==> src/rtl/nts_pkg.sv <==
`timescale 1ns/1ps
package nts_pkg;
  localparam logic [2:0] RA_CTRL  = 3'd0;
  localparam logic [2:0] RA_CFG   = 3'd1;
  localparam logic [2:0] RA_STAT  = 3'd2;
  localparam logic [2:0] RA_IEN   = 3'd3;
  localparam logic [2:0] RA_IRAW  = 3'd4;
  localparam logic [2:0] RA_IMASK = 3'd5;
  localparam logic [2:0] RA_ICLR  = 3'd6;
  localparam logic [2:0] RA_COUNT = 3'd7;

  localparam int CTRL_GO      = 0;
  localparam int CTRL_ECC_CLR = 1;
  localparam int CTRL_SWRST   = 2;

  localparam int CFG_WIDE    = 0;
  localparam int CFG_RD      = 1;
  localparam int CFG_BURST   = 2;
  localparam int CFG_ECC     = 3;
  localparam int CFG_DMA_ECC = 4;
  localparam int CFG_BITS    = 5;

  localparam int IRQ_RDY  = 0;
  localparam int IRQ_DONE = 1;
  localparam int IRQ_BITS = 2;
endpackage

==> src/rtl/nts_word_fifo.sv <==
`timescale 1ns/1ps
// Word FIFO, DEPTH must be a power of two. Storage has no reset so it maps to RAM.
module nts_word_fifo #(
  parameter  int W     = 32,
  parameter  int DEPTH = 8,
  localparam int AW    = $clog2(DEPTH),
  localparam int CW    = $clog2(DEPTH + 1)
) (
  input  logic          clk,
  input  logic          rst,
  input  logic          flush,
  input  logic          push,
  input  logic [W-1:0]  wdata,
  input  logic          pop,
  output logic [W-1:0]  rdata,
  output logic [CW-1:0] level
);
  logic [W-1:0]  mem [DEPTH];
  logic [AW-1:0] wp_q, rp_q;

  always_ff @(posedge clk) begin
    if (push) mem[wp_q] <= wdata;
  end

  assign rdata = mem[rp_q];

  always_ff @(posedge clk) begin
    if (rst || flush) begin
      wp_q  <= '0;
      rp_q  <= '0;
      level <= '0;
    end else begin
      if (push) wp_q <= wp_q + 1'b1;
      if (pop)  rp_q <= rp_q + 1'b1;
      level <= level + CW'(push) - CW'(pop);
    end
  end

  assert_no_overflow_R12: assert property (@(posedge clk) disable iff (rst)
    push |-> (level < CW'(DEPTH)));
  assert_no_underflow_R12: assert property (@(posedge clk) disable iff (rst)
    pop |-> (level != '0));
endmodule

==> src/rtl/nts_byte_lane.sv <==
`timescale 1ns/1ps
// One-word holding stage: splits words to bytes (write) or packs bytes to words (read).
module nts_byte_lane #(
  parameter  int W  = 32,
  localparam int NB = W / 8,
  localparam int LW = $clog2(NB + 1)
) (
  input  logic         clk,
  input  logic         rst,
  input  logic         flush,
  input  logic         rd_mode,
  input  logic         move_en,
  input  logic         count_zero,
  input  logic [W-1:0] src_word,
  input  logic         src_empty,
  output logic         src_pop,
  output logic         snk_push,
  output logic [W-1:0] snk_word,
  input  logic         snk_full,
  output logic         tx_valid,
  output logic [7:0]   tx_data,
  input  logic         tx_ready,
  input  logic         rx_valid,
  input  logic [7:0]   rx_data,
  output logic         rx_ready,
  output logic         byte_fire,
  output logic         holding
);
  logic [W-1:0]  buf_q;
  logic [LW-1:0] lanes_q;
  logic          tx_fire, rx_fire;

  assign tx_valid  = !rd_mode && move_en && (lanes_q != '0);
  assign tx_data   = buf_q[7:0];
  assign src_pop   = !rd_mode && move_en && (lanes_q == '0) && !src_empty;
  assign rx_ready  = rd_mode && move_en && (lanes_q != LW'(NB));
  assign snk_push  = rd_mode && !snk_full &&
                     ((lanes_q == LW'(NB)) || ((lanes_q != '0) && count_zero));
  assign snk_word  = buf_q;
  assign tx_fire   = tx_valid && tx_ready;
  assign rx_fire   = rx_valid && rx_ready;
  assign byte_fire = tx_fire || rx_fire;
  assign holding   = (lanes_q != '0);

  always_ff @(posedge clk) begin
    if (rst || flush) begin
      buf_q   <= '0;
      lanes_q <= '0;
    end else if (src_pop) begin
      buf_q   <= src_word;
      lanes_q <= LW'(NB);
    end else if (tx_fire) begin
      buf_q   <= buf_q >> 8;
      lanes_q <= lanes_q - 1'b1;
    end else if (snk_push) begin
      buf_q   <= '0;
      lanes_q <= '0;
    end else if (rx_fire) begin
      for (int b = 0; b < NB; b++) begin
        if (lanes_q == LW'(b)) buf_q[8*b +: 8] <= rx_data;
      end
      lanes_q <= lanes_q + 1'b1;
    end
  end

  assert_lsb_first_R2: assert property (@(posedge clk) disable iff (rst)
    (tx_fire && (lanes_q > LW'(1)) && !flush) |=> (tx_data == $past(buf_q[15:8])));
  assert_push_nonempty_R3: assert property (@(posedge clk) disable iff (rst)
    snk_push |-> (lanes_q != '0));
endmodule

==> src/rtl/nts_rdy_sync.sv <==
`timescale 1ns/1ps
module nts_rdy_sync #(
  parameter int STAGES = 2
) (
  input  logic clk,
  input  logic rst,
  input  logic din,
  output logic level,
  output logic rise
);
  logic [STAGES-1:0] sh_q;
  logic              prev_q;

  always_ff @(posedge clk) begin
    if (rst) begin
      sh_q   <= '0;
      prev_q <= 1'b0;
    end else begin
      sh_q   <= {sh_q[STAGES-2:0], din};
      prev_q <= sh_q[STAGES-1];
    end
  end

  assign level = sh_q[STAGES-1];
  assign rise  = level && !prev_q;
endmodule

==> src/rtl/nand_xfer_seq.sv <==
`timescale 1ns/1ps
module nand_xfer_seq
  import nts_pkg::*;
#(
  parameter  int W           = 32,
  parameter  int FIFO_DEPTH  = 8,
  parameter  int BURST       = 4,
  parameter  int CNT_W       = 16,
  parameter  int ECC_LOG2    = 8,
  parameter  int SYNC_STAGES = 2,
  localparam int CW          = $clog2(FIFO_DEPTH + 1)
) (
  input  logic         clk,
  input  logic         rst,
  input  logic         reg_we,
  input  logic [2:0]   reg_addr,
  input  logic [31:0]  reg_wdata,
  output logic [31:0]  reg_rdata,
  output logic         dma_req,
  input  logic         dma_wvalid,
  input  logic [W-1:0] dma_wdata,
  output logic         dma_wready,
  output logic         dma_rvalid,
  output logic [W-1:0] dma_rdata,
  input  logic         dma_rready,
  output logic         nand_tx_valid,
  output logic [7:0]   nand_tx_data,
  input  logic         nand_tx_ready,
  input  logic         nand_rx_valid,
  input  logic [7:0]   nand_rx_data,
  output logic         nand_rx_ready,
  input  logic         nand_rdy,
  output logic         ecc_clear,
  output logic         ecc_snap,
  output logic         irq
);
  logic                go_q;
  logic [CFG_BITS-1:0] cfg_q;
  logic [IRQ_BITS-1:0] ien_q, raw_q;
  logic [CNT_W-1:0]    cnt_q;
  logic [ECC_LOG2-1:0] prog_q;

  logic wr_ctrl, wr_cfg, wr_ien, wr_clr, wr_cnt, sw_rst, abort, flush;
  logic rd_mode, burst, count_zero, active;
  logic fifo_push, fifo_pop, lane_pop, lane_push, byte_fire, lane_holding;
  logic [W-1:0]  fifo_rdata, lane_word;
  logic [CW-1:0] fifo_level, fifo_free;
  logic rdy_lvl, rdy_rise, done_evt, snap_evt;
  logic [IRQ_BITS-1:0] clr_mask;
  logic unused_bits;

  assign unused_bits = ^{reg_wdata, cfg_q[CFG_WIDE]};

  assign wr_ctrl = reg_we && (reg_addr == RA_CTRL);
  assign wr_cfg  = reg_we && (reg_addr == RA_CFG);
  assign wr_ien  = reg_we && (reg_addr == RA_IEN);
  assign wr_clr  = reg_we && (reg_addr == RA_ICLR);
  assign wr_cnt  = reg_we && (reg_addr == RA_COUNT);
  assign sw_rst  = wr_ctrl && reg_wdata[CTRL_SWRST];
  assign abort   = wr_ctrl && !reg_wdata[CTRL_GO] && go_q;
  assign flush   = sw_rst || abort;

  assign rd_mode    = cfg_q[CFG_RD];
  assign burst      = cfg_q[CFG_BURST];
  assign count_zero = (cnt_q == '0);
  assign active     = go_q && !count_zero;
  assign fifo_free  = CW'(FIFO_DEPTH) - fifo_level;

  assign dma_wready = go_q && !rd_mode && (fifo_level < CW'(FIFO_DEPTH));
  assign dma_rvalid = rd_mode && (fifo_level != '0);
  assign dma_rdata  = fifo_rdata;
  assign fifo_push  = rd_mode ? lane_push : (dma_wvalid && dma_wready);
  assign fifo_pop   = rd_mode ? (dma_rvalid && dma_rready) : lane_pop;

  always_comb begin
    if (!go_q)
      dma_req = 1'b0;
    else if (rd_mode)
      dma_req = burst ? ((fifo_level >= CW'(BURST)) || (count_zero && fifo_level != '0))
                      : (fifo_level != '0);
    else
      dma_req = !count_zero && (burst ? (fifo_free >= CW'(BURST)) : (fifo_free != '0));
  end

  nts_word_fifo #(.W(W), .DEPTH(FIFO_DEPTH)) u_fifo (
    .clk(clk), .rst(rst), .flush(flush),
    .push(fifo_push), .wdata(rd_mode ? lane_word : dma_wdata),
    .pop(fifo_pop), .rdata(fifo_rdata), .level(fifo_level)
  );

  nts_byte_lane #(.W(W)) u_lane (
    .clk(clk), .rst(rst), .flush(flush),
    .rd_mode(rd_mode), .move_en(active), .count_zero(count_zero),
    .src_word(fifo_rdata), .src_empty(fifo_level == '0), .src_pop(lane_pop),
    .snk_push(lane_push), .snk_word(lane_word), .snk_full(fifo_level == CW'(FIFO_DEPTH)),
    .tx_valid(nand_tx_valid), .tx_data(nand_tx_data), .tx_ready(nand_tx_ready),
    .rx_valid(nand_rx_valid), .rx_data(nand_rx_data), .rx_ready(nand_rx_ready),
    .byte_fire(byte_fire), .holding(lane_holding)
  );

  nts_rdy_sync #(.STAGES(SYNC_STAGES)) u_rdy (
    .clk(clk), .rst(rst), .din(nand_rdy), .level(rdy_lvl), .rise(rdy_rise)
  );

  assign done_evt = byte_fire && !wr_cnt && (cnt_q == CNT_W'(1));
  assign snap_evt = byte_fire && !wr_cnt && cfg_q[CFG_ECC] && cfg_q[CFG_DMA_ECC] && (&prog_q);
  assign clr_mask = wr_clr ? reg_wdata[IRQ_BITS-1:0] : '0;

  always_ff @(posedge clk) begin
    if (rst || sw_rst) begin
      go_q      <= 1'b0;
      cfg_q     <= '0;
      ien_q     <= '0;
      raw_q     <= '0;
      cnt_q     <= '0;
      prog_q    <= '0;
      ecc_clear <= 1'b0;
      ecc_snap  <= 1'b0;
      irq       <= 1'b0;
    end else begin
      ecc_clear <= wr_ctrl && reg_wdata[CTRL_ECC_CLR];
      ecc_snap  <= snap_evt;
      irq       <= |(raw_q & ien_q);
      if (wr_ctrl) go_q  <= reg_wdata[CTRL_GO];
      if (wr_cfg)  cfg_q <= reg_wdata[CFG_BITS-1:0];
      if (wr_ien)  ien_q <= reg_wdata[IRQ_BITS-1:0];
      raw_q <= (raw_q & ~clr_mask) | {done_evt, rdy_rise};
      if (wr_cnt) begin
        cnt_q  <= reg_wdata[CNT_W-1:0];
        prog_q <= '0;
      end else if (byte_fire) begin
        cnt_q  <= cnt_q - 1'b1;
        prog_q <= prog_q + 1'b1;
      end
    end
  end

  always_ff @(posedge clk) begin
    if (rst) reg_rdata <= '0;
    else begin
      case (reg_addr)
        RA_CTRL:  reg_rdata <= 32'(go_q);
        RA_CFG:   reg_rdata <= 32'(cfg_q);
        RA_STAT:  reg_rdata <= 32'({fifo_level != '0, lane_holding, rdy_lvl});
        RA_IEN:   reg_rdata <= 32'(ien_q);
        RA_IRAW:  reg_rdata <= 32'(raw_q);
        RA_IMASK: reg_rdata <= 32'(raw_q & ien_q);
        RA_ICLR:  reg_rdata <= '0;
        default:  reg_rdata <= 32'(cnt_q);
      endcase
    end
  end

  assert_count_step_R4: assert property (@(posedge clk) disable iff (rst)
    (byte_fire && !wr_cnt && !sw_rst) |=> (cnt_q == $past(cnt_q) - 1'b1));
  assert_done_latch_R5: assert property (@(posedge clk) disable iff (rst)
    (byte_fire && (cnt_q == CNT_W'(1)) && !wr_cnt && !sw_rst) |=> raw_q[IRQ_DONE]);
  assert_halt_moves_R6: assert property (@(posedge clk) disable iff (rst)
    !go_q |-> !byte_fire);
  assert_rdy_edge_R7: assert property (@(posedge clk) disable iff (rst)
    (rdy_rise && !sw_rst) |=> raw_q[IRQ_RDY]);
  assert_irq_follow_R9: assert property (@(posedge clk) disable iff (rst)
    ((|(raw_q & ien_q)) && !sw_rst) |=> irq);
  assert_burst_rd_R10: assert property (@(posedge clk) disable iff (rst)
    (dma_req && rd_mode && burst) |-> ((fifo_level >= CW'(BURST)) || count_zero));
  assert_burst_wr_R10: assert property (@(posedge clk) disable iff (rst)
    (dma_req && !rd_mode && burst) |-> (fifo_free >= CW'(BURST)));
  assert_full_refuse_R12: assert property (@(posedge clk) disable iff (rst)
    (fifo_level == CW'(FIFO_DEPTH)) |-> !dma_wready);
endmodule

==> config.mk <==
export PLATFORM = sky130hd
export DESIGN_NAME = nand_xfer_seq
export DESIGN_NICKNAME = d
export VERILOG_FILES = /design/src/rtl/nts_pkg.sv /design/src/rtl/nts_word_fifo.sv /design/src/rtl/nts_byte_lane.sv /design/src/rtl/nts_rdy_sync.sv /design/src/rtl/nand_xfer_seq.sv
export SDC_FILE = /design/constraint.sdc
export NUM_CORES = 1
export LEC_CHECK = 0
export ABC_CLOCK_PERIOD_IN_PS = 6080
export BUFFER_PORTS_ARGS = -buffer_cell sky130_fd_sc_hd__buf_2
export CAP_MARGIN = 10
export CORE_UTILIZATION = 59
export DETAILED_ROUTE_END_ITERATION = 7
export HOLD_SLACK_MARGIN = 0.08
export PLACE_DENSITY = 0.84
export SYNTH_ARGS = -nofsm -noshare
export SYNTH_HDL_FRONTEND = slang
export SYNTH_SLANG_ARGS = --single-unit
==> constraint.sdc <==
create_clock -name clk -period 6.08 [get_ports clk]
set_input_delay 1.824 -clock clk [delete_from_list [all_inputs] [get_ports clk]]
set_output_delay 1.824 -clock clk [all_outputs]
set_load 0.05 [all_outputs]
Yosys cells after proc, flatten, opt, wreduce, memory -nomap -nowiden
Memory sizes are Yosys's and may differ from the RTL's. A register that Yosys moved wholly into a read port is not among the register bits.
Cells that the tools add are included.
{"block": "totals", "reg_bits": 117, "latch_bits": 0, "mem_bits_rw": 256, "mem_bits_ro": 0, "input_bits": 83, "output_inout_bits": 80, "wordCells": 149, "n_memories": 1}
{"block": "op_classes", "n_addsub": 9, "multipliers": 0, "div": 0, "n_lt_le_gt_ge": 3, "n_eq_ne": 14, "shifts": 0, "mux": 27, "bitwise": 5, "n_reduce_logical": 69}
{"name": "u_fifo.mem", "words": 8, "width": 32, "read_ports": 1, "rd_ports_with_merged_regs": 1, "wr": 1, "line": "nts_word_fifo.sv:18", "rtl": "logic [W-1:0] mem [DEPTH];"}
{"cell": "$mux 32", "count": 5}
{"cell": "$pmux 16 s7", "count": 1}
{"cell": "$logic_and 1x1->1", "count": 34}
{"cell": "$mux 16", "count": 2}
{"cell": "$mux 8", "count": 4}
{"cell": "$reduce_bool 4->1", "count": 7}
{"cell": "$mux 3", "count": 6}
{"cell": "$eq 16x1->1 const B", "count": 1}
{"cell": "$logic_not 16->1", "count": 1}
{"cell": "$sub 16x1->16 const B", "count": 1}
{"cell": "$eq 3x3->1 const B", "count": 5}
{"cell": "$eq 3x2->1 const B", "count": 4}
{"cell": "$add 3x1->3 const B", "count": 3}
{"cell": "$add 8x1->8 const B", "count": 1}
{"cell": "$ge 4x3->1 const B", "count": 2}
{"cell": "$mux 1", "count": 8}
{"cell": "$reduce_and 2->1", "count": 4}
{"cell": "$reduce_and 8->1", "count": 1}
{"cell": "$logic_not 1->1", "count": 7}
{"cell": "$and 2x2->2", "count": 3}
{"cell": "$eq 3x1->1 const B", "count": 2}
{"cell": "$logic_not 3->1", "count": 2}
{"cell": "$logic_or 1x1->1", "count": 6}
{"cell": "$reduce_bool 3->1", "count": 2}
{"cell": "13 further kinds", "count": 15}

Longest topological paths before layout
{"block": "depth", "word_depth": 11, "mapped_depth": 14, "ltp_nobuf": 13}

Modules after synthesis
From an unflattened synthesis, not the netlist that was laid out.
{"block": "hier_totals", "cells_unflattened": 1013, "area_unflattened_um2": 15453.6}
{"mod": "nts_word_fifo", "n_inst": 1, "cells_per_inst": 437, "area_per_inst_um2": 10354.9, "seq_area_each_um2": 7947.6}
{"mod": "nand_xfer_seq", "n_inst": 1, "cells_per_inst": 326, "area_per_inst_um2": 2944.1, "seq_area_each_um2": 1061.0}
{"mod": "nts_byte_lane", "n_inst": 1, "cells_per_inst": 243, "area_per_inst_um2": 2067.0, "seq_area_each_um2": 700.7}
{"mod": "nts_rdy_sync", "n_inst": 1, "cells_per_inst": 7, "area_per_inst_um2": 87.6, "seq_area_each_um2": 60.1}

Worst setup path before layout
Ideal clock, no wire load.
{"block": "synth_path", "kind": "in2reg", "from": "in dma_wvalid", "to": "mem u_fifo.mem[0][0] (enable)", "setup_ns": 0.461, "arrival_time_ns": 4.507, "t_required_ns": 5.619, "path_slack_ns": 1.111, "cell_stages": 4, "path_buffers": 1, "cell_sequence": "a22o_1 > clkbuf_1 > nand2b_1 > nor3_1"}
{"block": "synth_via", "elab_chain_len": 4}
{"item": "from (decl)", "line": "nand_xfer_seq.sv:20", "rtl": "input logic dma_wvalid,"}
{"item": "$logic_and 1x1->1", "line": "nand_xfer_seq.sv:72", "rtl": "assign fifo_push = rd_mode ? lane_push : (dma_wvalid && dma_wready);"}
{"item": "$mux 1", "line": "nand_xfer_seq.sv:72"}
{"item": "via fifo_push", "line": "nand_xfer_seq.sv:45", "rtl": "logic fifo_push, fifo_pop, lane_pop, lane_push, byte_fire, lane_holding;"}
{"item": "$mux 1", "line": "nts_word_fifo.sv:22", "rtl": "if (push) mem[wp_q] <= wdata;"}
{"item": "$mux 1 (implied by the code)", "line": "nts_word_fifo.sv:22"}
{"item": "to (decl)", "line": "nts_word_fifo.sv:18"}
The timed path passes the listed nets, and every way through them passes these cells.

==> metrics.md <==
| Metric | Value |
|---|---|
| Status | `complete, no violations` |
| H-tree Lvls | `2` |
| Clk pin slew, worst setup/hold paths | `0.06 ns` |
| Non-filler instance count after layout | `1503` |
| Iter 0 DRT Violations | `1348` |
| Gpl congestion | `0.888` |
| Cells after synthesis | `1022` |
| CP startpoint kind | `flop` |
| Worst Path Buf+Inv | `1` |
| Post_cts resized | `0` |
| Final layout net count | `1246` |
| Clock Sinks | `360` |
| Number of post-CTS setup repair buffers | `0` |
| Simple-Gate Fraction of Synth Area | `0.0794` |
| Layout cells sized above 1 | `0.297` |
| Final Skew | `between 0.015 and 0.02 ns` |
| Crit-path slowest cell | `dfxtp_4` |
| Global-route wire length before repair | `53600 µm` |
| Max Freq | `219 MHz` |
| Router iterations before antenna repair | `7` |
| Max-slew violations | `0` |
| Worst-path fanout max | `64` |
| GRT Total Usage | `0.275` |
| Vias | `9581` |
| Final Setup Violations | `0` |
| CP peak stage delay | `1.01 ns` |
| IO buf count | `130` |
| Starting Density | `0.601` |
| Largest net degree at the start of global routing | `between 60 and 70` |
| Initial antenna violation count | `1` |
| Cell area after layout | `17200 µm²` |
| Asr flop ratio synth | `0` |
| Worst EP arrival | `2.74 ns` |
| Final Hold Viols | `0` |
| Post-DP HPWL | `21600 µm` |
| Compound-Gate Fraction of Synth Area | `0.0640` |
| Detailed Route WL | `35200 µm` |
| RSZ-0062 raised after global routing | `false` |
| Seq/Total Area, Yosys | `0.646` |
| Crit Path Class | `reg -> out` |
| CP Capture Type | `output port` |
| Top FF cell, synth | `edfxtp_1` |
| EDFF count, synth | `approximately 260` |
| Power Dens Cells | `293 nW/µm²` |
| CTS tree | `done` |
| Placed instance count | `1435` |
| FF-to-FF Start | `cfg_q[1]` |
| Combinational family with the most area after synthesis | `multiplexers` |
| Vias per cell | `roughly 6.4` |
| Mux share of post-synthesis cell area | `0.149` |
| Post-synthesis cell type count | `53` |
| Delay-heaviest family, CP | `flip-flops` |
| Pleak | `0.00591 µW` |
| Mean Syn Cell Area | `14.8 µm²` |
| Synth-to-Final Area Change | `13.6%` |
| FF+latch count, synth | `360` |
| Final ANT Viol Nets | `0` |
| Placed Area | `16000 µm²` |
| Vias in the first global route | `9432` |
| Critical Path RT | `4.26 ns` |
| Core box area | `around 25000 µm²` |
| Peak supply drop | `around 0.27 mV` |
| Min cycle time layout | `4.56 ns` |
| Clock latency on the worst-skew pair | `about 0.55 ns` |
| Critical Path, Cell by Cell | `mux4_2 > mux2_2 > buf_2` |
| Setup TNS | `0 ns` |
| # DRC | `0` |
| I/O Pins | `163` |
| Max_slew headroom | `0.248` |
| Total grt overflow | `0` |
| Root buf cell | `clkbuf_16` |
| Die W | `approximately 160 µm` |
| Synth warn | `0` |
| Tcrit/Tclk final | `0.751` |
| Hold Buf Count CTS | `0` |
| Standard-cell rows | `58` |
| Die Y | `162 µm` |
| Synth Area in Adders | `0.0170` |
| Tightest Hold Check Type | `reg -> reg` |
| Die ar. | `26300 µm²` |
| Worst Tran Pin Value | `1.13 ns` |
| Routed wire per std cell | `~23 µm` |
| Number of buffers on the longest clock path | `3` |
| Max Cap Viol | `0` |
| Synthesized cell area | `15100 µm²` |
| Total CTS buffers | `36` |
| XOR/XNOR share of the synthesized area | `0.0133` |
| Source of the worst hold timing path | `u_rdy.sh_q[0]` |
[final cells by class]
type / instances / area (µm²)
sequential: 360 / 9780
clock buffer: 47 / 983
inverter: 14 / 52.6
multi-input combinational: 584 / 4990
timing repair buffer: 147 / 778
tap: 330 / 413
antenna: 2 / 5.00
fill: 1599 / 8010
clock inverter: 19 / 171
[worst paths after layout]
check	cells past startpoint	slack, ns	end
max reg2reg	7	2.62	u_fifo.mem[3][28]
min	1	0.44	u_rdy.sh_q[1]
min reg2reg	1	0.44	u_rdy.sh_q[1]
max	3	1.52	dma_rdata[14]
[per-stage QoR]
step	setup WS (ns)	utilization	hold slack (ns)	total power (µW)
global placement	2.03	0.636	0.428	2890
CTS	1.46	0.682	0.451	5050
finish	1.52	0.682	0.437	5030
global route	1.35	0.682	0.462	5160
floorplan	1.11	-	0.414	2840
detailed placement	2.00	0.636	0.444	2890
[flip-flops by register name (all words and copies together) (netlist names), 2 cells and up, named ones only]
name and flops:
u_fifo.mem 256, u_lane.snk_word 32, cnt_q 16, reg_rdata 16
prog_q 8, cfg_q 5, u_fifo.level 4, u_fifo.rp_q 3
u_fifo.wp_q 3, u_lane.lanes_q 3, ien_q 2, raw_q 2
u_rdy.sh_q 2
[per-layer routing]
layer / share of wire / global-route usage / up-vias
li1: - / - / 4138
met1: 0.37 / 0.356 / 4739
met2: 0.49 / 0.451 / 606
met3: 0.10 / 0.0557 / 98
met4: 0.036 / 0.123 / 0
met5: 0 / 0 / -
[power breakdown]
| group | switching (µW) | internal [µW] | total (µW) |
|---|---|---|---|
| sequential | 10.2 | 2640 | 2650 |
| clock | 946 | 1240 | 2190 |
| combinational | 140 | 58.8 | 199 |
| total | 1100 | 3940 | 5030 |
[synth_stat cells (all sizes together) (19+ instances only)]
library cell,n,area (µm²)
edfxtp,256,7690
dfxtp,104,2080
mux4,64,1440
mux2,59,664
nand2,59,221
nor2,52,198
o21ai,51,255
buf,47,303
a31oi,35,219
clkbuf,32,120
a21oi,29,145
a22oi,25,188
ha,19,238
[worst register-to-register path: cells and delay by family, from the launching register on]
| kind | cells | cell delay [ns] |
|---|---|---|
| and+or+nand+nor | 4 | 1.77 |
| buffers and inverters | 2 | 0.71 |
| AOI/OAI and AO/OA | 1 | 0.34 |
| DFF | 1 | 0.31 |
[cell usage in the layout, fill, tap and decap left out, types with 18 or more instances in the layout]
cell type,Yosys,routed
buf_2,20,130
a22oi_1,25,25
nand2b_1,18,18
o21ai_0,32,32
a21oi_1,29,29
a31oi_1,35,35
o21ai_1,19,19
nor2_1,51,43
mux4_2,64,64
edfxtp_1,256,256
mux2_2,59,59
clkbuf_16,0,37
ha_1,19,19
nand2_1,59,59
dfxtp_1,104,100
[cells by family (layout without fill, tap and decap cells)]
| family | count (synthesis) | in the layout |
|---|---|---|
| other cells | 1 | 18 |
| xor+xnor | 23 | 23 |
| compound gates | 158 | 158 |
| fa+ha+maj | 20 | 20 |
| flops | 360 | 360 |
| simple gates | 230 | 230 |
| buf+inv | 93 | 227 |
| mux | 137 | 137 |
Power figures use the tool's default switching activity.
